### config.mk
export PLATFORM = sky130hd
export DESIGN_NAME = lane_ovr_seq
export DESIGN_NICKNAME = d
export VERILOG_FILES = /design/src/rtl/lovr_pkg.sv /design/src/rtl/lovr_addr.sv /design/src/rtl/lovr_timer.sv /design/src/rtl/lovr_edit.sv /design/src/rtl/lovr_fsm.sv /design/src/rtl/lane_ovr_seq.sv
export SDC_FILE = /design/constraint.sdc
export NUM_CORES = 1
export LEC_CHECK = 0
export ABC_AREA = 1
export BUFFER_PORTS_ARGS = -buffer_cell sky130_fd_sc_hd__buf_4
export CAP_MARGIN = 10
export CORE_AREA = 4 4 81 114
export DETAILED_ROUTE_END_ITERATION = 10
export DIE_AREA = 0 0 85 118
export GPL_ROUTABILITY_DRIVEN = 0
export GPL_TIMING_DRIVEN = 0
export MAX_ROUTING_LAYER = met4
export PLACE_DENSITY_LB_ADDON = 0.05
export SLEW_MARGIN = 20
export SYNTH_ARGS = -nofsm -noshare
export SYNTH_HDL_FRONTEND = slang
export SYNTH_SLANG_ARGS = --single-unit
### constraint.sdc
create_clock -name clk -period 5.24 [get_ports clk]
set_clock_uncertainty 0.05 [all_clocks]
set_input_delay 0.262 -clock clk [delete_from_list [all_inputs] [get_ports clk]]
set_output_delay 0.262 -clock clk [all_outputs]
set_load 0.03 [all_outputs]
### src/rtl/lovr_pkg.sv
package lovr_pkg;

  typedef enum logic [3:0] {
    ST_IDLE, ST_POLL, ST_RX_RD, ST_RX_WR, ST_SETTLE,
    ST_TX_RD, ST_TX_WR, ST_CLR_RD, ST_CLR_WR
  } st_e;

  typedef enum logic [1:0] {
    TGT_RX_STS, TGT_TX_STS, TGT_RX_OVR, TGT_TX_OVR
  } tgt_e;

  localparam logic [15:0] LANE_STRIDE  = 16'h0100;
  localparam logic [15:0] BASE_RX_STS  = 16'h2002;
  localparam logic [15:0] BASE_TX_STS  = 16'h2001;
  localparam logic [15:0] BASE_RX_OVR  = 16'h2005;
  localparam logic [15:0] BASE_TX_OVR  = 16'h2004;

  localparam int HALF_RATE_BIT = 0;
  localparam int RX_FORCE_BIT  = 14;
  localparam int TX_FORCE_BIT  = 15;
  localparam int DPLL_RST_BIT  = 11;
  localparam int DPLL_LSB      = 8;
  localparam int DPLL_W        = 3;
  localparam int ATT_LSB       = 10;
  localparam int ATT_W         = 3;
  localparam int SKIP_BIT      = 3;

  function automatic tgt_e target_of(st_e s);
    case (s)
      ST_TX_RD:             target_of = TGT_TX_STS;
      ST_RX_WR, ST_CLR_WR:  target_of = TGT_RX_OVR;
      ST_TX_WR:             target_of = TGT_TX_OVR;
      default:              target_of = TGT_RX_STS;
    endcase
  endfunction

  function automatic logic [2:0] last_write(st_e s);
    case (s)
      ST_RX_WR: last_write = 3'd4;
      ST_TX_WR: last_write = 3'd2;
      default:  last_write = 3'd0;
    endcase
  endfunction

endpackage

### src/rtl/lovr_addr.sv
module lovr_addr #(
  parameter int LANE_W = 2,
  parameter int ADDR_W = 16
) (
  input  logic [LANE_W-1:0] lane,
  input  lovr_pkg::tgt_e    tgt,
  output logic [ADDR_W-1:0] addr
);
  import lovr_pkg::*;

  logic [15:0] base;
  logic [ADDR_W-1:0] offset;

  always_comb begin
    case (tgt)
      TGT_TX_STS: base = BASE_TX_STS;
      TGT_RX_OVR: base = BASE_RX_OVR;
      TGT_TX_OVR: base = BASE_TX_OVR;
      default:    base = BASE_RX_STS;
    endcase
  end

  assign offset = ADDR_W'(lane) * ADDR_W'(LANE_STRIDE);
  assign addr   = ADDR_W'(base) + offset;

endmodule

### src/rtl/lovr_timer.sv
module lovr_timer #(
  parameter int SETTLE_CYCLES = 3000000
) (
  input  logic clk,
  input  logic rst,
  input  logic load,
  output logic zero
);
  localparam int CW = $clog2(SETTLE_CYCLES + 1);

  logic [CW-1:0] cnt;

  always_ff @(posedge clk) begin
    if (rst)
      cnt <= '0;
    else if (load)
      cnt <= CW'(SETTLE_CYCLES);
    else if (cnt != '0)
      cnt <= cnt - 1'b1;
  end

  assign zero = (cnt == '0);

  p_count_down_r4: assert property (@(posedge clk) disable iff (rst)
    (!load && cnt != '0) |=> (cnt == $past(cnt) - 1'b1));

  p_load_full_r4: assert property (@(posedge clk) disable iff (rst)
    load |=> (cnt == CW'(SETTLE_CYCLES)));

endmodule

### src/rtl/lovr_edit.sv
module lovr_edit #(
  parameter int DATA_W    = 16,
  parameter int DPLL_MODE = 3
) (
  input  lovr_pkg::st_e     st,
  input  logic [2:0]        idx,
  input  logic [2:0]        att,
  input  logic [DATA_W-1:0] cur,
  input  logic [DATA_W-1:0] rsp,
  output logic [DATA_W-1:0] rd_word,
  output logic [DATA_W-1:0] nxt_word
);
  import lovr_pkg::*;

  localparam logic [DATA_W-1:0] ONE       = DATA_W'(1);
  localparam logic [DATA_W-1:0] RX_FORCE  = ONE << RX_FORCE_BIT;
  localparam logic [DATA_W-1:0] TX_FORCE  = ONE << TX_FORCE_BIT;
  localparam logic [DATA_W-1:0] DPLL_RST  = ONE << DPLL_RST_BIT;
  localparam logic [DATA_W-1:0] DPLL_MASK = DATA_W'((1 << DPLL_W) - 1) << DPLL_LSB;
  localparam logic [DATA_W-1:0] DPLL_VAL  = (DATA_W'(DPLL_MODE) << DPLL_LSB) & DPLL_MASK;

  logic [DATA_W-1:0] att_field;
  assign att_field = DATA_W'(att) << ATT_LSB;

  assign rd_word = (st == ST_TX_RD) ? (rsp & ~TX_FORCE) : (rsp & ~RX_FORCE);

  always_comb begin
    nxt_word = cur;
    if (st == ST_RX_WR) begin
      case (idx)
        3'd0:    nxt_word = cur | RX_FORCE;
        3'd1:    nxt_word = (cur & ~DPLL_MASK) | DPLL_VAL;
        3'd2:    nxt_word = cur | DPLL_RST;
        3'd3:    nxt_word = cur & ~DPLL_RST;
        default: nxt_word = cur;
      endcase
    end else if (st == ST_TX_WR) begin
      case (idx)
        3'd0:    nxt_word = cur | TX_FORCE;
        3'd1:    nxt_word = cur | att_field;
        default: nxt_word = cur;
      endcase
    end
  end

endmodule

### src/rtl/lovr_fsm.sv
module lovr_fsm #(
  parameter int LANE_W          = 2,
  parameter int DATA_W          = 16,
  parameter int MAX_EXTRA_POLLS = 1000,
  parameter int DPLL_MODE       = 3
) (
  input  logic              clk,
  input  logic              rst,
  input  logic              start_cmd,
  input  logic              clear_cmd,
  input  logic [LANE_W-1:0] lane_in,
  input  logic [3:0]        atten_in,
  input  logic              req_ready,
  input  logic              rsp_valid,
  input  logic [DATA_W-1:0] rsp_rdata,
  input  logic              tmr_zero,
  output logic              tmr_load,
  output logic              req_valid,
  output logic              req_write,
  output logic [DATA_W-1:0] req_wdata,
  output lovr_pkg::tgt_e    req_tgt,
  output logic [LANE_W-1:0] lane_q,
  output logic              busy,
  output logic              done
);
  import lovr_pkg::*;

  localparam int PCW = $clog2(MAX_EXTRA_POLLS + 1);

  st_e               state;
  logic              pending;
  logic [2:0]        widx;
  logic [DATA_W-1:0] word;
  logic [PCW-1:0]    poll_cnt;
  logic [3:0]        atten_q;
  logic [DATA_W-1:0] rd_word;
  logic [DATA_W-1:0] nxt_word;
  logic              is_read_st;
  logic              is_write_st;
  logic              wr_accept;
  logic              last_wr;

  lovr_edit #(.DATA_W(DATA_W), .DPLL_MODE(DPLL_MODE)) u_edit (
    .st       (state),
    .idx      (widx),
    .att      (atten_q[2:0]),
    .cur      (word),
    .rsp      (rsp_rdata),
    .rd_word  (rd_word),
    .nxt_word (nxt_word)
  );

  assign is_read_st  = (state == ST_POLL) || (state == ST_RX_RD) ||
                       (state == ST_TX_RD) || (state == ST_CLR_RD);
  assign is_write_st = (state == ST_RX_WR) || (state == ST_TX_WR) ||
                       (state == ST_CLR_WR);
  assign wr_accept   = is_write_st && req_valid && req_ready;
  assign last_wr     = (widx == last_write(state));
  assign tmr_load    = wr_accept && last_wr && (state == ST_RX_WR);
  assign busy        = (state != ST_IDLE);

  always_ff @(posedge clk) begin
    if (rst) begin
      state     <= ST_IDLE;
      pending   <= 1'b0;
      widx      <= '0;
      word      <= '0;
      poll_cnt  <= '0;
      atten_q   <= '0;
      lane_q    <= '0;
      req_valid <= 1'b0;
      req_write <= 1'b0;
      req_wdata <= '0;
      req_tgt   <= TGT_RX_STS;
      done      <= 1'b0;
    end else begin
      done <= 1'b0;
      if (state == ST_IDLE) begin
        if (start_cmd || clear_cmd) begin
          lane_q   <= lane_in;
          atten_q  <= atten_in;
          poll_cnt <= '0;
          state    <= start_cmd ? ST_POLL : ST_CLR_RD;
        end
      end else if (is_read_st) begin
        if (!req_valid && !pending) begin
          req_valid <= 1'b1;
          req_write <= 1'b0;
          req_tgt   <= target_of(state);
        end else if (req_valid && req_ready) begin
          req_valid <= 1'b0;
          pending   <= 1'b1;
        end else if (pending && rsp_valid) begin
          pending <= 1'b0;
          word    <= rd_word;
          widx    <= '0;
          case (state)
            ST_POLL:
              if (rsp_rdata[HALF_RATE_BIT] && poll_cnt < PCW'(MAX_EXTRA_POLLS))
                poll_cnt <= poll_cnt + 1'b1;
              else
                state <= ST_RX_RD;
            ST_RX_RD: state <= ST_RX_WR;
            ST_TX_RD: state <= ST_TX_WR;
            default:  state <= ST_CLR_WR;
          endcase
        end
      end else if (is_write_st) begin
        if (!req_valid) begin
          req_valid <= 1'b1;
          req_write <= 1'b1;
          req_wdata <= word;
          req_tgt   <= target_of(state);
        end else if (req_ready) begin
          req_valid <= 1'b0;
          word      <= nxt_word;
          widx      <= widx + 1'b1;
          if (last_wr) begin
            if (state == ST_RX_WR) begin
              state <= ST_SETTLE;
            end else begin
              state <= ST_IDLE;
              done  <= 1'b1;
            end
          end
        end
      end else begin
        if (tmr_zero) begin
          if (atten_q[SKIP_BIT]) begin
            state <= ST_IDLE;
            done  <= 1'b1;
          end else begin
            state <= ST_TX_RD;
          end
        end
      end
    end
  end

  p_idle_quiet_r1: assert property (@(posedge clk) disable iff (rst)
    !busy |-> !req_valid);

  p_poll_bound_r2: assert property (@(posedge clk) disable iff (rst)
    poll_cnt <= PCW'(MAX_EXTRA_POLLS));

  p_done_pulse_r7: assert property (@(posedge clk) disable iff (rst)
    done |=> !done);

  p_done_ends_r7: assert property (@(posedge clk) disable iff (rst)
    done |-> !busy);

  p_lane_held_r8: assert property (@(posedge clk) disable iff (rst)
    busy |=> $stable(lane_q));

  p_req_hold_r9: assert property (@(posedge clk) disable iff (rst)
    (req_valid && !req_ready) |=>
      (req_valid && $stable(req_write) && $stable(req_wdata) && $stable(req_tgt)));

  p_one_outstanding_r9: assert property (@(posedge clk) disable iff (rst)
    pending |-> !req_valid);

endmodule

### src/rtl/lane_ovr_seq.sv
module lane_ovr_seq #(
  parameter int LANES           = 4,
  parameter int DATA_W          = 16,
  parameter int ADDR_W          = 16,
  parameter int MAX_EXTRA_POLLS = 1000,
  parameter int SETTLE_CYCLES   = 3000000,
  parameter int DPLL_MODE       = 3,
  localparam int LANE_W         = (LANES > 1) ? $clog2(LANES) : 1
) (
  input  logic              clk,
  input  logic              rst,
  input  logic              start_cmd,
  input  logic              clear_cmd,
  input  logic [LANE_W-1:0] lane_sel,
  input  logic [3:0]        atten_val,
  output logic              req_valid,
  output logic              req_write,
  output logic [ADDR_W-1:0] req_addr,
  output logic [DATA_W-1:0] req_wdata,
  input  logic              req_ready,
  input  logic              rsp_valid,
  input  logic [DATA_W-1:0] rsp_rdata,
  output logic              busy,
  output logic              done
);
  import lovr_pkg::*;

  tgt_e              tgt;
  logic [LANE_W-1:0] lane_q;
  logic              tmr_load;
  logic              tmr_zero;

  lovr_fsm #(
    .LANE_W(LANE_W), .DATA_W(DATA_W),
    .MAX_EXTRA_POLLS(MAX_EXTRA_POLLS), .DPLL_MODE(DPLL_MODE)
  ) u_fsm (
    .clk(clk), .rst(rst),
    .start_cmd(start_cmd), .clear_cmd(clear_cmd),
    .lane_in(lane_sel), .atten_in(atten_val),
    .req_ready(req_ready), .rsp_valid(rsp_valid), .rsp_rdata(rsp_rdata),
    .tmr_zero(tmr_zero), .tmr_load(tmr_load),
    .req_valid(req_valid), .req_write(req_write), .req_wdata(req_wdata),
    .req_tgt(tgt), .lane_q(lane_q), .busy(busy), .done(done)
  );

  lovr_addr #(.LANE_W(LANE_W), .ADDR_W(ADDR_W)) u_addr (
    .lane(lane_q), .tgt(tgt), .addr(req_addr)
  );

  lovr_timer #(.SETTLE_CYCLES(SETTLE_CYCLES)) u_timer (
    .clk(clk), .rst(rst), .load(tmr_load), .zero(tmr_zero)
  );

  p_settle_quiet_r4: assert property (@(posedge clk) disable iff (rst)
    (busy && !tmr_zero && !tmr_load && !req_valid) |=> !req_valid || tmr_zero);

endmodule

==> summary.txt, run 1 <==
result of the run - finished clean
total clock buffers created by CTS - 9
static leakage - 2.511 nW
post-route worst setup slack - 3.115 ns
Distinct cells, synth - 31
net total in the final layout - 806
worst setup path end - u_fsm.word[7]$_SDFFE_PP0P_
num rows - 39
die area - 10,030 µm²
number of clock sinks - 83
total overflow reported by the global router - 0
number of iterations in the first detailed-routing pass - 6
count of mapped cells out of synthesis - 696
input/output buffers - 51
postcts setup bufs - 0
post-route clock period utilization - 40.55%
startpoint types - flop
first element of the critical path - u_fsm.widx[1]$_SDFFE_PP0P_
clock buffer depth - 2
remaining routing DRC violations - 0
final setup violating endpoints - 0
ratio of cells with drive above 1 in the final layout - 15.28%
clock-pin slew on the worst setup and hold paths - 0.07 ns
Reg-to-Reg End - u_fsm.word[7]$_SDFFE_PP0P_
total area of multi-input combinational cells - 2511 µm²
portion of synthesized cell area occupied by the leading cell type - 36.31%
number of gates resized after CTS - 0
worst hold slack - 0.1078 ns
top_reg_cell synth - sky130_fd_sc_hd__dfxtp_1
achievable clock frequency - 470.6 MHz
count of pins over their slew limit - 0
setup TNS - 0 ns
average cell area after synthesis - 6.574 µm²
final hold viol count - 0
hold buffer count at CTS - 0
launching point of the worst reg2reg path - u_fsm.widx[1]$_SDFFE_PP0P_
Die Span Y - 118 µm
number of antenna violations at the first check in global routing - 0
Crit Path Max Fanout - 10
largest net degree at the start of global routing - 16
layer with the highest usage after global routing - met2
most area-hungry cell type in the Yosys netlist - sky130_fd_sc_hd__dfxtp_1
top cells by count, synth - 138 x sky130_fd_sc_hd__nand2_1, 119 x sky130_fd_sc_hd__nor2_1, 83 x sky130_fd_sc_hd__dfxtp_1
Worst Hold Class - primary input to flop
max-cap violation count - 0
I/O pins - 64
DRC violation total after the first TritonRoute iteration - 285
H-tree depth - 3
FFs w/ async S/R, synth - 0%
Tot Pwr - 3.256 mW
number of antenna diodes - 0
Yosys warning count - 0
average wire per standard cell - 13.51 µm
transition time at the pin with the least slew margin - 0.8877 ns
area of the core - 8149 µm²
element type at the critical path end - flop
clock latency at the later pin of the worst-skew pair - 0.34 ns
DR vias - 4,628
antenna-violating nets left - 0
area overhead of the layout relative to synthesis - 18.18%
part of the Yosys area used for sequential elements - 36.31%
library cell used as clock root buffer - sky130_fd_sc_hd__clkbuf_16
top cells by area in the synthesized netlist - sky130_fd_sc_hd__dfxtp_1 36%, sky130_fd_sc_hd__nand2_1 11%, sky130_fd_sc_hd__nor2_1 9.8%, sky130_fd_sc_hd__a21oi_1 8.0%, sky130_fd_sc_hd__nand3_1 6.0%
Post-Place Setup Slack - 3.146 ns
setup repair after global routing missed its margin - false
setup slack of the most critical reg-to-reg path - 3.12 ns
number of enable-type register cells in the synthesized netlist - 0
Initial Util - 56.15%
clock tree from TritonCTS - built
most instantiated library cell after synthesis - sky130_fd_sc_hd__nand2_1
count of cells along the worst register-to-register path - 11
areal power density over the cells - 602.2 nW/µm²
HPWL after detailed placement - 9.002 mm
routed wire length - 11.81 mm
number of global-route vias before repair - 4,383
drt via density - 5.295
GR met2 Demand/Resource - 44.60%
Reg area - 1662 µm²
Tmin final - 2.125 ns
met3 global-route usage - 3.081%
# fillers - 735
post-layout utilization of the core - 66.36%
endpoint arrival time on the critical path - 2.32 ns
post-synthesis instance area - 4576 µm²
maximum ir drop on the vdd rail - 0.3371 mV
chip width - 85 µm
met1 usage in global routing - 26.85%
register bit count reported by yosys - 83
global-route wire length before repair - 19.98 mm
headroom to the max-slew limit - 40.28%
Crit Path Class - flop to flop
Overall Global Routing Usage - 24.83%
Critical Path RT - 5.43 ns
## metrics by stage
stage / cell area, µm² / std cells
floorplan: 4609 / 705
global placement: 5120 / 858
detailed placement: 5120 / 858
CTS: 5408 / 874
global route: 5408 / 874
finish: 5408 / 874
## routing by layer
| layer | vias to the layer above | part of all wire, % |
|---|---|---|
| met5 | - | 0 |
| met4 | 0 | 2.5 |
| met3 | 24 | 3.9 |
| met2 | 115 | 54 |
| met1 | 2115 | 40 |
| li1 | 2374 | - |
## worst min path at each step
| stage | from | end | slack [ns] | depth (start not counted) |
|---|---|---|---|---|
| 2_1_floorplan | rsp_rdata[0] | u_fsm.word[0]$_SDFFE_PP0P_ | 0.35 | 2 |
| 5_1_grt | rsp_rdata[6] | u_fsm.word[6]$_SDFFE_PP0P_ | 0.14 | 3 |
| 6_report | rsp_rdata[6] | u_fsm.word[6]$_SDFFE_PP0P_ | 0.11 | 3 |
| 3_3_place_gp | u_fsm.lane_q[1]$_SDFFE_PP0P_ | u_fsm.lane_q[1]$_SDFFE_PP0P_ | 0.38 | 2 |
| 3_5_place_dp | u_fsm.lane_q[1]$_SDFFE_PP0P_ | u_fsm.lane_q[1]$_SDFFE_PP0P_ | 0.39 | 2 |
| 4_1_cts | rsp_rdata[9] | u_fsm.word[9]$_SDFFE_PP0P_ | 0.11 | 3 |
## critical path, cell delays in order (launching register included)
cell and delay [ns]:
sky130_fd_sc_hd__dfxtp_1 0.44, sky130_fd_sc_hd__inv_1 0.09, sky130_fd_sc_hd__ha_1 0.19, sky130_fd_sc_hd__nand2_1 0.14, sky130_fd_sc_hd__inv_1 0.10, sky130_fd_sc_hd__o21ai_0 0.24, sky130_fd_sc_hd__nand3_1 0.17, sky130_fd_sc_hd__nor2_4 0.22
sky130_fd_sc_hd__buf_4 0.20, sky130_fd_sc_hd__nand3_1 0.08, sky130_fd_sc_hd__nand2_1 0.07, sky130_fd_sc_hd__nor2_1 0.04
## cell usage in the layout, fill, tap and decap left out, types with 3 or more instances in the layout
master,Yosys,final
sky130_fd_sc_hd__o21ai_0,37,37
sky130_fd_sc_hd__or2_2,4,4
sky130_fd_sc_hd__clkbuf_16,0,9
sky130_fd_sc_hd__clkinvlp_4,0,3
sky130_fd_sc_hd__nor3_1,15,15
sky130_fd_sc_hd__nand2_2,9,9
sky130_fd_sc_hd__dfxtp_1,83,83
sky130_fd_sc_hd__ha_1,11,11
sky130_fd_sc_hd__inv_1,63,63
sky130_fd_sc_hd__xor2_1,8,8
sky130_fd_sc_hd__buf_2,7,7
sky130_fd_sc_hd__nor2_4,5,5
sky130_fd_sc_hd__nand2_1,138,138
sky130_fd_sc_hd__buf_4,14,65
sky130_fd_sc_hd__a31oi_1,3,3
sky130_fd_sc_hd__nand4_1,11,11
sky130_fd_sc_hd__nand3_2,3,3
sky130_fd_sc_hd__nand3b_1,7,7
sky130_fd_sc_hd__clkbuf_1,9,9
sky130_fd_sc_hd__nor2_2,4,4
sky130_fd_sc_hd__a21oi_1,73,73
sky130_fd_sc_hd__nor2_1,119,119
sky130_fd_sc_hd__inv_2,4,4
sky130_fd_sc_hd__conb_1,2,11
sky130_fd_sc_hd__nand3_1,55,55
## kinds of logic after synthesis
logic type / after synthesis / synth area share [%]
AOI/OAI and AO/OA: 118 / 13.18
xor gates and xnor gates: 10 / 1.914
DFF: 83 / 36.31
buffers and inverters: 100 / 9.543
other: 2 / 0.1641
and+or+nand+nor: 372 / 35.88
adders and majority gates: 11 / 3.008
## state kept, by name, indices dropped and copies added (netlist names), 2 cells and up
name / flops
u_fsm.req_tgt: 2
u_fsm.atten_q: 4
u_fsm.req_wdata: 16
u_fsm.widx: 3
u_fsm.state: 4
u_fsm.word: 16
u_fsm.poll_cnt: 10
u_timer.cnt: 22
u_fsm.lane_q: 2
## power by group
group	internal [mW]	total [mW]	switching (mW)
Sequential	0.784	0.915	0.132
Clock	0.338	0.615	0.277
Combinational	0.580	1.73	1.15
## final cells by class
type / count / area share, %
Clock inverter: 6 / 0.9024
Clock buffer: 10 / 4.419
Tap cell: 102 / 2.360
Inverter: 69 / 4.789
Timing Repair Buffer: 51 / 7.080
Sequential cell: 83 / 30.73
Multi-Input combinational cell: 522 / 46.44
Buffer: 31 / 3.286
Note: power is estimated with default switching activity, not from simulation.
==> run 2, diff against run 1 <==
Settings changed: CORE_AREA 4 4 81 114 to 4 4 85 118, DIE_AREA 0 0 85 118 to 0 0 89 122.
Clock period 5.24 ns to 1.9 ns, I/O delays scaled along.
==> run 2 against run 1 <==
Clock power increased to 2.8 times the previous value. Cell area increased by 7.5%. Die area increased by 8.3%. Total power increased to 3.0 times the previous value. Final cell count increased by 3.4%. Maximum frequency increased by 15%. Utilization decreased by 1.6 points. Critical path type unchanged. Critical endpoint is now u_fsm.word[5]$_SDFFE_PP0P_.
==> summary.txt, run 2 (synthesis gave the netlist of run 1 again) <==
total instance count after detailed placement - 863
Worst Hold Class - primary input to flop
max-cap violation count - 0
startpoint types - flop
routed wire length - 12.78 mm
number of iterations in the first detailed-routing pass - 5
clock buffer depth - 2
Crit Path Class - flop to flop
total overflow reported by the global router - 0
endpoint arrival time on the critical path - 2.03 ns
ratio of cells with drive above 1 in the final layout - 20.95%
Critical Path RT - 2.08 ns
chip width - 89 µm
remaining routing DRC violations - 0
Buf+Inv Stages, Crit Path - 2
transition time at the pin with the least slew margin - 0.6902 ns
setup slack of the most critical reg-to-reg path - 0.05 ns
number of global-route vias before repair - 4,581
Tot Pwr - 9.614 mW
count of cells along the worst register-to-register path - 11
num rows - 41
register ranked first by flip-flop count - u_timer.cnt
drt via density - 5.325
highest-count cells in the layout ignoring fill and taps - 133 x sky130_fd_sc_hd__nand2_1, 111 x sky130_fd_sc_hd__nor2_1, 80 x sky130_fd_sc_hd__buf_4
headroom to the max-slew limit - 53.98%
Reg-to-Reg End - u_fsm.word[5]$_SDFFE_PP0P_
DRC violation total after the first TritonRoute iteration - 280
net total in the final layout - 832
areal power density over the cells - 1654 nW/µm²
number of antenna diodes - 0
Initial Util - 50.97%
met3 global-route usage - 3.383%
post-route worst setup slack - 0.05468 ns
total clock buffers created by CTS - 9
antenna-violating nets left - 0
layer with the highest usage after global routing - met2
number of antenna violations at the first check in global routing - 0
Tmin final - 1.845 ns
Post-Place Setup Slack - -0.2110 ns
clock share of power - 18.1%
Hold Crit Start - atten_val[1]
Post-Layout Cell Count - 904
max incr delay on CP - 0.38 ns
result of the run - finished clean
I/O pins - 64
sw power - 4.490 mW
switching share of total power - 46.70%
post-route clock period utilization - 97.12%
setup TNS - 0 ns
largest net degree at the start of global routing - 13
static leakage - 2.697 nW
maximum ir drop on the vdd rail - 1.023 mV
critical path's top delay family - simple AND/OR/NAND/NOR gates
average wire per standard cell - 14.14 µm
area overhead of the layout relative to synthesis - 27.07%
achievable clock frequency - 541.9 MHz
final hold viol count - 0
element type at the critical path end - flop
Crit Path Max Fanout - 10
final setup violating endpoints - 0
GR met2 Demand/Resource - 42.29%
clock tree from TritonCTS - built
number of clock sinks - 83
most common cell after layout, fill and taps aside - sky130_fd_sc_hd__nand2_1
Die Span Y - 122 µm
DR vias - 4,814
capture endpoint of the worst hold path - u_fsm.atten_q[1]$_SDFFE_PP0P_
count of pins over their slew limit - 0
input/output buffers - 51
worst hold stages - 3
area of the core - 8977 µm²
combinational share of power - 55.1%
Overall Global Routing Usage - 24.64%
flip-flop count of the largest register after layout - 22
sequential group share of total power - 26.8%
Worst path slowest cell - sky130_fd_sc_hd__dfxtp_4
largest registers - u_timer.cnt: 22 flops, u_fsm.req_wdata: 16 flops, u_fsm.word: 16 flops
HPWL after detailed placement - 9.238 mm
launching point of the worst reg2reg path - u_fsm.state[3]$_SDFFE_PP0P_
met1 usage in global routing - 26.56%
library cell used as clock root buffer - sky130_fd_sc_hd__clkbuf_16
clock latency at the later pin of the worst-skew pair - 0.34 ns
P_int - 5.124 mW
cells traversed along the worst timing path - inv_2 > nand2_4 > nor2_4 > nor2_2 > o21ai_1 > nand2_1 > nor2_4 > buf_6 > nand3_1 > nand2_1 > nor2_1
clock-pin slew on the worst setup and hold paths - 0.06 ns
die area - 10,860 µm²
H-tree depth - 3
setup repair after global routing missed its margin - true
global-route wire length before repair - 20.56 mm
run 2: per-layer routing:
metal  vias up  routed length (µm)  part of all wire (%)
met2       145                6644                    52
met1      2194                5015                    39
li1       2432                   -                     -
met3        43                 539                   4.2
met5         -                   0                     0
met4         0                 582                   4.6
run 2: metrics by stage:
stage                     utilization (%)  instance area (µm²)  hold slack [ns]
after floorplan                         -                 4609           0.1848
after global placement              57.10                 5126           0.2775
after detailed placement            57.10                 5126           0.2844
after CTS                           62.30                 5593        0.0001619
after global routing                64.77                 5814          0.01242
final                               64.77                 5814          0.01331
run 2: power by group through the flow:
stage                     Combinational (mW)  Clock, mW  Sequential (mW)
after floorplan                         3.44          0             2.66
after global placement                  4.64          0             2.55
after detailed placement                4.74          0             2.55
after CTS                               4.94       1.76             2.52
after global routing                    5.89       1.84             2.63
final                                   5.30       1.74             2.58
run 2: area by class of cell:
| class | instances | area [µm²] |
|---|---|---|
| Sequential cell | 83 | 1679 |
| Inverter | 69 | 262.8 |
| Tap cell | 107 | 133.9 |
| Clock buffer | 14 | 294.0 |
| Multi-Input combinational cell | 522 | 2636 |
| Clock inverter | 1 | 5.005 |
| Timing Repair Buffer | 77 | 606.8 |
| Buffer | 31 | 196.4 |
| Fill cell | 827 | 3163 |
run 2: how the worst max path moves through the flow:
| stage | startpoint | endpoint | slack [ns] | depth (start not counted) |
|---|---|---|---|---|
| finish | u_fsm.state[3]$_SDFFE_PP0P_ | u_fsm.word[5]$_SDFFE_PP0P_ | 0.05 | 11 |
| detailed placement | u_fsm.widx[1]$_SDFFE_PP0P_ | u_fsm.word[5]$_SDFFE_PP0P_ | -0.21 | 11 |
| global route | u_fsm.state[3]$_SDFFE_PP0P_ | u_fsm.word[15]$_SDFFE_PP0P_ | -0.05 | 12 |
| floorplan | u_fsm.widx[1]$_SDFFE_PP0P_ | u_fsm.word[4]$_SDFFE_PP0P_ | 0.08 | 11 |
| global placement | u_fsm.widx[1]$_SDFFE_PP0P_ | u_fsm.word[7]$_SDFFE_PP0P_ | -0.17 | 11 |
| CTS | u_fsm.state[0]$_SDFFE_PP0P_ | u_fsm.state[2]$_SDFFE_PP0P_ | 0.005 | 9 |
run 2: worst reg2reg max path, cell delays in order, from the launching register on:
cell,delay (ns)
sky130_fd_sc_hd__dfxtp_4,0.38
sky130_fd_sc_hd__inv_2,0.09
sky130_fd_sc_hd__nand2_4,0.08
sky130_fd_sc_hd__nor2_4,0.19
sky130_fd_sc_hd__nor2_2,0.08
sky130_fd_sc_hd__o21ai_1,0.16
sky130_fd_sc_hd__nand2_1,0.11
sky130_fd_sc_hd__nor2_4,0.24
sky130_fd_sc_hd__buf_6,0.18
sky130_fd_sc_hd__nand3_1,0.07
sky130_fd_sc_hd__nand2_1,0.06
sky130_fd_sc_hd__nor2_1,0.04
run 2: what timing repair did:
| item | 4_1_cts | 5_1_grt |
|---|---|---|
| gates resized for setup | 11 | 50 |
| hold buffers | 10 | 0 |
| endpoints found under the hold margin | 10 | 0 |
| pin swaps | 4 | 9 |
| endpoints found under the setup margin | 31 | 71 |
| buffers inserted | 6 | 10 |
